**config.mk**
```make
export PLATFORM = sky130hd
export DESIGN_NAME = mbq_ctrl
export DESIGN_NICKNAME = d
export VERILOG_FILES = /design/src/rtl/mbq_pkg.sv /design/src/rtl/mbq_accum.sv /design/src/rtl/mbq_div.sv /design/src/rtl/mbq_limit.sv /design/src/rtl/mbq_ctrl.sv
export SDC_FILE = /design/constraint.sdc
export NUM_CORES = 2
export LEC_CHECK = 0
export BUFFER_PORTS_ARGS = -buffer_cell sky130_fd_sc_hd__buf_2
export CORE_MARGIN = 2
export CORE_UTILIZATION = 50
export DETAILED_ROUTE_END_ITERATION = 16
export PLACE_DENSITY = 0.75
export SLEW_MARGIN = 20
export SYNTH_ARGS = -nofsm -noshare
export SYNTH_HDL_FRONTEND = slang
export SYNTH_HIERARCHICAL = 1
export SYNTH_SLANG_ARGS = --single-unit
export TNS_END_PERCENT = 30
```
**constraint.sdc**
```tcl
create_clock -name clk -period 33.6 [get_ports clk]
set_clock_uncertainty 0.15 [all_clocks]
set_input_delay 0 -clock clk [delete_from_list [all_inputs] [get_ports clk]]
set_output_delay 0 -clock clk [all_outputs]
set_load 0.02 [all_outputs]
```
**src/rtl/mbq_pkg.sv**
```systemverilog
package mbq_pkg;
  localparam int QP_W    = 5;
  localparam int QP_MIN  = 1;
  localparam int QP_MAX  = 31;
  localparam int QP_STEP = 2;

  typedef enum logic [1:0] {
    MB_INTER    = 2'b00,
    MB_INTRA    = 2'b01,
    MB_SKIP     = 2'b10,
    MB_INTER4MV = 2'b11
  } mb_mode_e;
endpackage

```
**src/rtl/mbq_accum.sv**
```systemverilog
module mbq_accum
  import mbq_pkg::*;
#(
  parameter int CW  = 16,
  parameter int BW  = 16,
  parameter int MBW = 7,
  localparam int RW  = BW + MBW + 1,
  localparam int UCW = CW + MBW,
  localparam int UBW = BW + MBW,
  localparam int QW  = QP_W + MBW
) (
  input  logic                 clk,
  input  logic                 rst,
  input  logic                 load,
  input  logic [CW-1:0]        frm_cplx,
  input  logic [BW-1:0]        frm_bits,
  input  logic                 upd,
  input  logic [CW-1:0]        mb_cplx,
  input  logic [BW-1:0]        mb_bits,
  input  logic [QP_W-1:0]      mb_qp,
  output logic [CW-1:0]        c_rem,
  output logic signed [RW-1:0] r_rem,
  output logic [UCW-1:0]       c_used,
  output logic [UBW-1:0]       r_used,
  output logic [QW-1:0]        q_used,
  output logic [MBW-1:0]       n_done
);
  always_ff @(posedge clk) begin
    if (rst || load) begin
      c_rem  <= rst ? '0 : frm_cplx;
      r_rem  <= rst ? '0 : $signed({{(MBW+1){1'b0}}, frm_bits});
      c_used <= '0;
      r_used <= '0;
      q_used <= '0;
      n_done <= '0;
    end else if (upd) begin
      c_rem  <= (mb_cplx >= c_rem) ? '0 : c_rem - mb_cplx;
      r_rem  <= r_rem - $signed({{(MBW+1){1'b0}}, mb_bits});
      c_used <= c_used + UCW'(mb_cplx);
      r_used <= r_used + UBW'(mb_bits);
      q_used <= q_used + QW'(mb_qp);
      n_done <= n_done + 1'b1;
    end
  end

  // Remaining plus used bits stays fixed across an update
  logic signed [RW:0] bit_sum;
  assign bit_sum = $signed({r_rem[RW-1], r_rem}) + $signed({2'b00, r_used});

  p_bits_conserve_r7: assert property (@(posedge clk) disable iff (rst)
    (upd && !load) |=> (bit_sum == $past(bit_sum)));

  p_qsum_grows_r7: assert property (@(posedge clk) disable iff (rst)
    (upd && !load && mb_qp != '0) |=> (q_used > $past(q_used)));
endmodule

```
**src/rtl/mbq_div.sv**
```systemverilog
module mbq_div #(
  parameter int NW = 51,
  parameter int DW = 46,
  localparam int CNW = $clog2(NW + 1)
) (
  input  logic          clk,
  input  logic          rst,
  input  logic          start,
  input  logic [NW-1:0] num,
  input  logic [DW-1:0] den,
  output logic          busy,
  output logic          done,
  output logic [NW-1:0] quot
);
  logic [NW-1:0]  q_r, num_r;
  logic [DW-1:0]  den_r, rem_r;
  logic [CNW-1:0] cnt;
  logic [DW:0]    trial;
  logic           fits;

  assign trial = {rem_r, q_r[NW-1]};
  assign fits  = trial >= {1'b0, den_r};
  assign quot  = q_r;

  always_ff @(posedge clk) begin
    if (rst) begin
      busy  <= 1'b0;
      done  <= 1'b0;
      cnt   <= '0;
      q_r   <= '0;
      num_r <= '0;
      den_r <= '0;
      rem_r <= '0;
    end else begin
      done <= 1'b0;
      if (start && !busy) begin
        q_r   <= num;
        num_r <= num;
        den_r <= den;
        rem_r <= '0;
        cnt   <= CNW'(NW);
        busy  <= 1'b1;
      end else if (busy) begin
        rem_r <= fits ? DW'(trial - {1'b0, den_r}) : trial[DW-1:0];
        q_r   <= {q_r[NW-2:0], fits};
        cnt   <= cnt - 1'b1;
        if (cnt == CNW'(1)) begin
          busy <= 1'b0;
          done <= 1'b1;
        end
      end
    end
  end

  p_den_nonzero_r10: assert property (@(posedge clk) disable iff (rst)
    start |-> (den != '0));

  p_div_exact_r3: assert property (@(posedge clk) disable iff (rst)
    done |-> ((NW+DW)'(q_r) * (NW+DW)'(den_r) + (NW+DW)'(rem_r) == (NW+DW)'(num_r))
             && (rem_r < den_r));
endmodule

```
**src/rtl/mbq_limit.sv**
```systemverilog
module mbq_limit
  import mbq_pkg::*;
(
  input  logic [QP_W-1:0] req,
  input  logic [QP_W-1:0] prev,
  input  logic            hold,
  input  logic            first,
  output logic [QP_W-1:0] qp
);
  logic [QP_W:0] rc, lo, hi;

  always_comb begin
    rc = (req < QP_W'(QP_MIN)) ? (QP_W+1)'(QP_MIN) : {1'b0, req};
    lo = ({1'b0, prev} > (QP_W+1)'(QP_MIN + QP_STEP)) ?
         {1'b0, prev} - (QP_W+1)'(QP_STEP) : (QP_W+1)'(QP_MIN);
    hi = ({1'b0, prev} + (QP_W+1)'(QP_STEP) > (QP_W+1)'(QP_MAX)) ?
         (QP_W+1)'(QP_MAX) : {1'b0, prev} + (QP_W+1)'(QP_STEP);
    if (first)      qp = rc[QP_W-1:0];
    else if (hold)  qp = prev;
    else if (rc < lo) qp = lo[QP_W-1:0];
    else if (rc > hi) qp = hi[QP_W-1:0];
    else            qp = rc[QP_W-1:0];
  end
endmodule

```
**src/rtl/mbq_ctrl.sv**
```systemverilog
module mbq_ctrl
  import mbq_pkg::*;
#(
  parameter int CW      = 16,
  parameter int BW      = 16,
  parameter int MAX_MBS = 99
) (
  input  logic            clk,
  input  logic            rst,
  input  logic            frm_start,
  input  logic [CW-1:0]   frm_cplx,
  input  logic [BW-1:0]   frm_bits,
  input  logic [QP_W-1:0] frm_qp,
  input  logic            mb_start,
  input  logic [1:0]      mb_mode,
  input  logic            mb_done,
  input  logic [CW-1:0]   mb_cplx,
  input  logic [BW-1:0]   mb_bits,
  output logic            qp_valid,
  output logic [QP_W-1:0] qp_out
);
  localparam int MBW = $clog2(MAX_MBS + 1);
  localparam int RW  = BW + MBW + 1;
  localparam int UCW = CW + MBW;
  localparam int UBW = BW + MBW;
  localparam int QW  = QP_W + MBW;
  localparam int NW  = CW + UBW + QW;
  localparam int DW  = UCW + BW + MBW;

  typedef enum logic [1:0] {S_IDLE, S_DIV, S_FIN} st_e;

  st_e              st;
  mb_mode_e         mode_q;
  logic             first_q;
  logic [QP_W-1:0]  req_q, prev_qp, lim_qp;
  logic             hold_q;

  logic [CW-1:0]        c_rem;
  logic signed [RW-1:0] r_rem;
  logic [UCW-1:0]       c_used;
  logic [UBW-1:0]       r_used;
  logic [QW-1:0]        q_used;
  logic [MBW-1:0]       n_done;

  logic          div_start, div_busy, div_done;
  logic [NW-1:0] div_num, div_quot;
  logic [DW-1:0] div_den;

  mbq_accum #(.CW(CW), .BW(BW), .MBW(MBW)) u_accum (
    .clk(clk), .rst(rst), .load(frm_start), .frm_cplx(frm_cplx), .frm_bits(frm_bits),
    .upd(mb_done), .mb_cplx(mb_cplx), .mb_bits(mb_bits), .mb_qp(prev_qp),
    .c_rem(c_rem), .r_rem(r_rem), .c_used(c_used), .r_used(r_used),
    .q_used(q_used), .n_done(n_done)
  );

  assign div_num = NW'(c_rem) * NW'(r_used) * NW'(q_used);
  assign div_den = DW'(c_used) * DW'(r_rem[BW-1:0]) * DW'(n_done);

  mbq_div #(.NW(NW), .DW(DW)) u_div (
    .clk(clk), .rst(rst), .start(div_start), .num(div_num), .den(div_den),
    .busy(div_busy), .done(div_done), .quot(div_quot)
  );

  assign hold_q = (mode_q == MB_SKIP) || (mode_q == MB_INTER4MV);

  mbq_limit u_limit (
    .req(req_q), .prev(prev_qp), .hold(hold_q), .first(first_q), .qp(lim_qp)
  );

  logic go;
  assign go = (st == S_IDLE) && mb_start && !frm_start;
  assign div_start = go && (n_done != '0) && (r_rem > 0) && (c_used != '0);

  always_ff @(posedge clk) begin
    if (rst) begin
      st       <= S_IDLE;
      mode_q   <= MB_INTER;
      first_q  <= 1'b1;
      req_q    <= QP_W'(QP_MIN);
      prev_qp  <= QP_W'(QP_MIN);
      qp_out   <= '0;
      qp_valid <= 1'b0;
    end else begin
      qp_valid <= 1'b0;
      if (frm_start) begin
        st      <= S_IDLE;
        prev_qp <= (frm_qp < QP_W'(QP_MIN)) ? QP_W'(QP_MIN) : frm_qp;
      end else begin
        case (st)
          S_IDLE: if (go) begin
            mode_q  <= mb_mode_e'(mb_mode);
            first_q <= (n_done == '0);
            if (div_start) begin
              st <= S_DIV;
            end else begin
              req_q <= (n_done != '0 && !(r_rem > 0)) ? QP_W'(QP_MAX) : prev_qp;
              st    <= S_FIN;
            end
          end
          S_DIV: if (div_done) begin
            req_q <= (div_quot > NW'(QP_MAX)) ? QP_W'(QP_MAX) : div_quot[QP_W-1:0];
            st    <= S_FIN;
          end
          S_FIN: begin
            qp_out   <= lim_qp;
            prev_qp  <= lim_qp;
            qp_valid <= 1'b1;
            st       <= S_IDLE;
          end
          default: st <= S_IDLE;
        endcase
      end
    end
  end

  p_range_r9: assert property (@(posedge clk) disable iff (rst)
    qp_valid |-> (qp_out >= QP_W'(QP_MIN)) && (qp_out <= QP_W'(QP_MAX)));

  p_step_r4: assert property (@(posedge clk) disable iff (rst)
    (qp_valid && !first_q && !$past(frm_start)) |->
      (({1'b0, qp_out} + 6'd2 >= {1'b0, $past(prev_qp)}) &&
       ({1'b0, qp_out} <= {1'b0, $past(prev_qp)} + 6'd2)));

  p_hold_r5: assert property (@(posedge clk) disable iff (rst)
    (qp_valid && !first_q && hold_q && !$past(frm_start)) |-> (qp_out == $past(prev_qp)));

  p_first_r2: assert property (@(posedge clk) disable iff (rst)
    (qp_valid && first_q && !$past(frm_start)) |-> (qp_out == $past(prev_qp)));

  p_pulse_r8: assert property (@(posedge clk) disable iff (rst)
    qp_valid |=> !qp_valid);
endmodule

```
After elaboration in Yosys (flattened, before gate mapping)
Cells that the tools add are included.

storage, ports and cells
  register bits = 277
  input port bits = 76
  output and inout port bits = 6
  word-level logic and storage cells = 118

operators by class
  $add $sub $neg = 10
  multipliers = 4
  $lt $le $gt $ge = 10
  eq/ne operators = 8
  multiplexer cells = 37
  bitwise operators = 2
  reduce and logical (&&, ||, !) cells = 27

operator list
  cell                 count
  $mux 51              2
  $mux 16              5
  $mux 5               13
  $gt 51x5->1 const B  1
  $mul 39x12->51       1
  $mux 24              2
  $ge 47x46->1         1
  $add 23x16->23       2
  $mul 39x7->46        1
  $mux 46              1
  $sub 46x46->46       1
  $mul 16x23->39       1
  $mul 23x16->39       1
  $gt 24x1->1 const B  1
  $mux 6               4
  $sub 24x17->24       1
  $reduce_bool 23->1   1
  $ge 16x16->1         1
  $sub 16x16->16       1
  $add 12x5->12        1
  $lt 5x1->1 const B   2
  $pmux 5 s2           1
  $reduce_bool 2->1    4
  $add 7x1->7 const B  1
  other kinds (27)     48

Longest topological paths before layout
  depth after elaboration = 10
  mapped depth = 48
  depth with buffers taken out = 45

Cells and area by module
The synthesis kept the hierarchy.

by module, submodules not included
  module     times used  cells an instance  area each (µm²)  seq. area each (µm²)
  mbq_ctrl   1           5597               47628.2          400.4
  mbq_div    1           1172               9087.5           3022.9
  mbq_accum  1           957                8002.7           2502.4
  mbq_limit  1           92                 674.4            0.0

Least setup slack after synthesis
No wires, ideal clock.

  path type = register to register
  from = register u_accum.r_used[7]
  to = register u_div.q_r[50] (netlist: u_div/quot[50])
  arrival time = 10.883 ns
  setup slack = 22.440 ns
  cell stages (with the launch flop) = 46
  path buffers = 2
  path through = dfxtp_1 -> clkbuf_1 -> nand2_1 -> fa_1 -> inv_1 -> fa_1 -> inv_1 -> fa_1 -> inv_1 -> fa_1 -> fa_1 -> inv_1 -> fa_1 -> inv_1 -> ha_1 -> a21o_1 -> a21o_1 -> a221o_1 -> (+10 left out) -> fa_1 -> fa_1 -> inv_1 -> fa_1 -> inv_1 -> ha_1 -> a21oi_1 -> o21bai_1 -> a221oi_1 -> o21a_1 -> o21ai_0 -> a21o_1 -> or4_1 -> and3_1 -> mux2i_1 -> nor2_1 -> a21oi_1 -> nor2_1

on the way
  cells in the longest elaborated chain, start to end = 3

RTL lines
  what                    line             text
  start, declared         mbq_accum.sv:24  output logic [UBW-1:0] r_used,
  start signal, assigned  mbq_accum.sv:40  r_used <= r_used + UBW'(mb_bits);
  $mul 16x23->39          mbq_ctrl.sv:56   assign div_num = NW'(c_rem) * NW'(r_used) * NW'(q_used);
  $mul 39x12->51          mbq_ctrl.sv:56
  net div_num[50]         mbq_ctrl.sv:46   logic [NW-1:0] div_num, div_quot;
  $mux 51                 mbq_div.sv:36    if (start && !busy) begin
  end signal, assigned    mbq_div.sv:37    q_r <= num;
  end signal, assigned    mbq_div.sv:45    q_r <= {q_r[NW-2:0], fits};
  end, declared           mbq_div.sv:15    logic [NW-1:0] q_r, num_r;

The timed path passes the listed nets, and every way through them passes these cells.
A chain may end at the register's enable or synchronous reset.

Worst setup path in the final report
  from = register u_accum.c_rem[7]
  to = register u_div.q_r[50] (netlist: u_div/quot[50])

on the way
  cells in the longest elaborated chain, start to end = 3

RTL lines
  what                    line             text
  start, declared         mbq_accum.sv:21  output logic [CW-1:0] c_rem,
  start signal, assigned  mbq_accum.sv:30  c_rem <= rst ? '0 : frm_cplx;
  start signal, assigned  mbq_accum.sv:37  c_rem <= (mb_cplx >= c_rem) ? '0 : c_rem - mb_cplx;
  $mul 16x23->39          mbq_ctrl.sv:56
  $mul 39x12->51          mbq_ctrl.sv:56
  net div_num[50]         mbq_ctrl.sv:46
  $mux 51                 mbq_div.sv:36

The timed path passes the listed nets, and every way through them passes these cells.

==> results by group <==
Clocking
  • Clock Latency Late Sink: 0.59 ns
  • Clock root buffer: clkbuf_16
  • CTS tree: done
  • Clock buffer depth: 3
  • PostCTS Resize Cnt: 0
  • Setup Buffers After CTS: 0
  • CTS Buf Count: 36
  • CTS H-Tree Depth: 2
  • Clk pin slew, worst setup/hold paths: 0.06 ns
  • Clk sinks: 276
  • # hold bufs at CTS: 99

Synthesis
  • Post-synth cell types: 111
  • Synth top cells by count: inv_1, nand2_1, fa_1
  • Mapped cell area: roughly 65000 µm²
  • Cell with the most instances after synthesis: inv_1
  • Syn nets: 9543
  • Top cell type's share of synthesized area: a little over a third
  • Yosys top cell by area: fa_1
  • Seq/Total Area, Yosys: a little under a tenth
  • Syn. warnings: 6
  • Register bit total from synthesis: 276
  • Mean Syn Cell Area: approximately 8.4 µm²
  • Cells after Synth: 7818
  • Asr flop ratio synth: 0%
  • Predominant post-synthesis flop cell: dfxtp_1
  • EDFF count, synth: 40
  • Top cells by area, synth: fa_1, ha_1, inv_1, dfxtp_1, nand2_1

Setup path
  • CP dominant cell by count: fa_1
  • Critical Path Slowest Stage Cell: edfxtp_1
  • Largest fanout on the critical path: 24
  • Worst Setup End Kind: register
  • Worst Path Arrival: 13.58 ns
  • Startpoint types: register
  • CP peak stage delay: between 1 and 1.5 ns
  • Setup CP Type: register to register
  • Req. time, crit path: roughly 34 ns

Routing
  • TritonRoute pass-1 iters: 8
  • Vias/cell: 5.68
  • # DRC: 0
  • Detailed Route WL: 171 mm
  • Vias: 53800
  • Starting DRT DRC Count: 3953
  • ANT nets after route: 0
  • Drt wl/cell: between 15 and 20 µm

Die
  • Height of the die: 366 µm
  • Die Wd: 366 µm
  • Core ar.: 130000 µm²
  • Starting Density: roughly 50%
  • Row cnt: 132
  • Die area: approximately 130000 µm²
  • Top-Level Pins: 82

Cells and area
  • # fillers: about 12000
  • Utilization after layout: ~53%
  • Area growth from synthesis to layout: 5.85%
  • Finished Layout Cells: 9476
  • Layout Nets: 9431
  • Share of layout cells above drive strength 1: 3.96%
  • Final instance area: 69200 µm²

Pwr
  • Cell area power density: 19.1 nW/µm²
  • Total power: 1.32 mW
  • Max VDD drop: 0.0315 mV
  • Leakage: roughly 34 nW

Timing
  • Slew @ Worst Pin: 1.17 ns
  • Final min period: 13.27 ns
  • Setup violations, final: 0
  • Final setup TNS: 0 ns
  • WHS: roughly 0.062 ns
  • Max Clk Rate: 75.3 MHz
  • Fin. max-slew vios: 0
  • Relative slew slack: between 20% and 30%
  • RSZ-0062 raised after global routing: no
  • Final Hold Viols: 0
  • Setup ws final: 20.33 ns
  • Final Cycle Share: 39.5%

Global route
  • Total GRT Usage: around a quarter
  • Gr ovfl total: 0
  • First-pass GRT wire length: 281 mm
  • Initial antenna violation count: 1
  • Largest net degree at the start of global routing: 98
  • Vias in the first global route: about 55000

Min path
  • Min-Delay Path Class: input port to register

Place
  • Detailed Place HPWL: 129 mm
  • Placed inst area: 67000 µm²
  • Placer Congestion: 0.925
  • Port-buffer cells: 80
  • Pre-CTS setup slack: between 20 and 25 ns
  • Post-Place Cells: roughly 9300

Flow run
  • # Max-Cap Violations: 0

Outcome
  • Status: complete, no violations
## cells by family after synthesis
logic type / share of synthesized area (%)
xor gates and xnor gates: 3.04
DFF: 9.06
and+or+nand+nor: 19.3
AOI/OAI and AO/OA: 11.8
adders and majority gates: 44.7
buffers and inverters: 9.97
muxes: 2.10
## registers in the layout, indices dropped and copies added (netlist names)
name / cells
first_q: 1
mode_q: 1
prev_qp: 5
qp_out: 5
qp_valid: 1
req_q: 5
st: 2
u_accum/c_rem: 16
u_accum/c_used: 23
u_accum/n_done: 7
u_accum/q_used: 12
u_accum/r_rem: 24
u_accum/r_used: 23
u_div/busy: 1
u_div/cnt: 6
u_div/den_r: 46
u_div/done: 1
u_div/quot: 51
u_div/rem_r: 46
## where the power goes
| part | switching (mW) | internal, mW | total, mW |
|---|---|---|---|
| Clock | 0.164 | 0.240 | 0.404 |
| Sequential | 0.0504 | 0.347 | 0.398 |
| Combinational | 0.323 | 0.195 | 0.518 |
## critical path, delay by kind of cell (launching register included)
family                     cells  cell delay [ns]
muxes                          1             0.15
adders and majority gates     13             6.28
DFF                            1             1.04
AOI/OAI and AO/OA              9             2.46
buffers and inverters          8             0.40
and+or+nand+nor               11             1.77
xor gates and xnor gates       1             0.88
## layout by cell type, fill, tap and decap left out, types with 11 or more instances in the layout
cell type	instances
xnor2_1	140
nor2b_1	38
xor2_1	80
o21ai_0	200
nor4_1	38
ha_1	505
a41oi_1	15
mux2i_1	127
clkbuf_16	37
nand4_1	63
a21o_1	139
nand2_1	1192
o21ai_1	12
and2_1	584
dfxtp_1	226
o211ai_1	24
buf_2	79
a22o_1	14
a211oi_1	48
nand2b_1	57
o21bai_1	47
nor3_1	52
dlygate4sd3_1	99
nand3_1	96
nor2_1	330
a31oi_1	37
and4_1	11
a211o_1	15
or3_1	41
fa_1	1144
o22ai_1	14
and3_1	66
buf_4	69
edfxtp_1	40
inv_1	1312
a21oi_1	427
a31o_2	12
o21a_1	44
o31ai_1	14
## final cells by class
cell class                 instances  area [µm²]  area share [%]
inverter                        1312        4920            7.11
multi-input combinational       5831       53000            76.6
clock buffer                      55        1090            1.58
timing repair buffer             249        1930            2.79
tap                             1742        2180            3.15
sequential                       276        5940            8.58
antenna                            3        7.51          0.0108
clock inverter                     8         109           0.157
## worst paths after layout
| check | startpoint | endpoint | slack [ns] | cells after the start |
|---|---|---|---|---|
| hold reg to reg | u_div/den_r[37]$_SDFFE_PP0P_ | u_div/den_r[37]$_SDFFE_PP0P_ | 0.30 | 2 |
| setup / recovery | u_accum/c_rem[7]$_DFFE_PP_ | u_div/quot[50]$_SDFFE_PP0P_ | 20.33 | 43 |
| hold / removal | mb_cplx[4] | u_accum/c_used[4]$_SDFFE_PN0P_ | 0.06 | 6 |
| setup reg to reg | u_accum/c_rem[7]$_DFFE_PP_ | u_div/quot[50]$_SDFFE_PP0P_ | 20.33 | 43 |
## routing by layer
metal | track usage, % | vias to the layer above | part of all wire [%]
li1 | - | 24500 | -
met1 | 34.5 | 26800 | 43
met2 | 42.8 | 2159 | 47
met3 | 4.50 | 355 | 8.0
met4 | 7.79 | 0 | 2.8
met5 | 0 | - | 0
(Power assumes the default switching activity.)
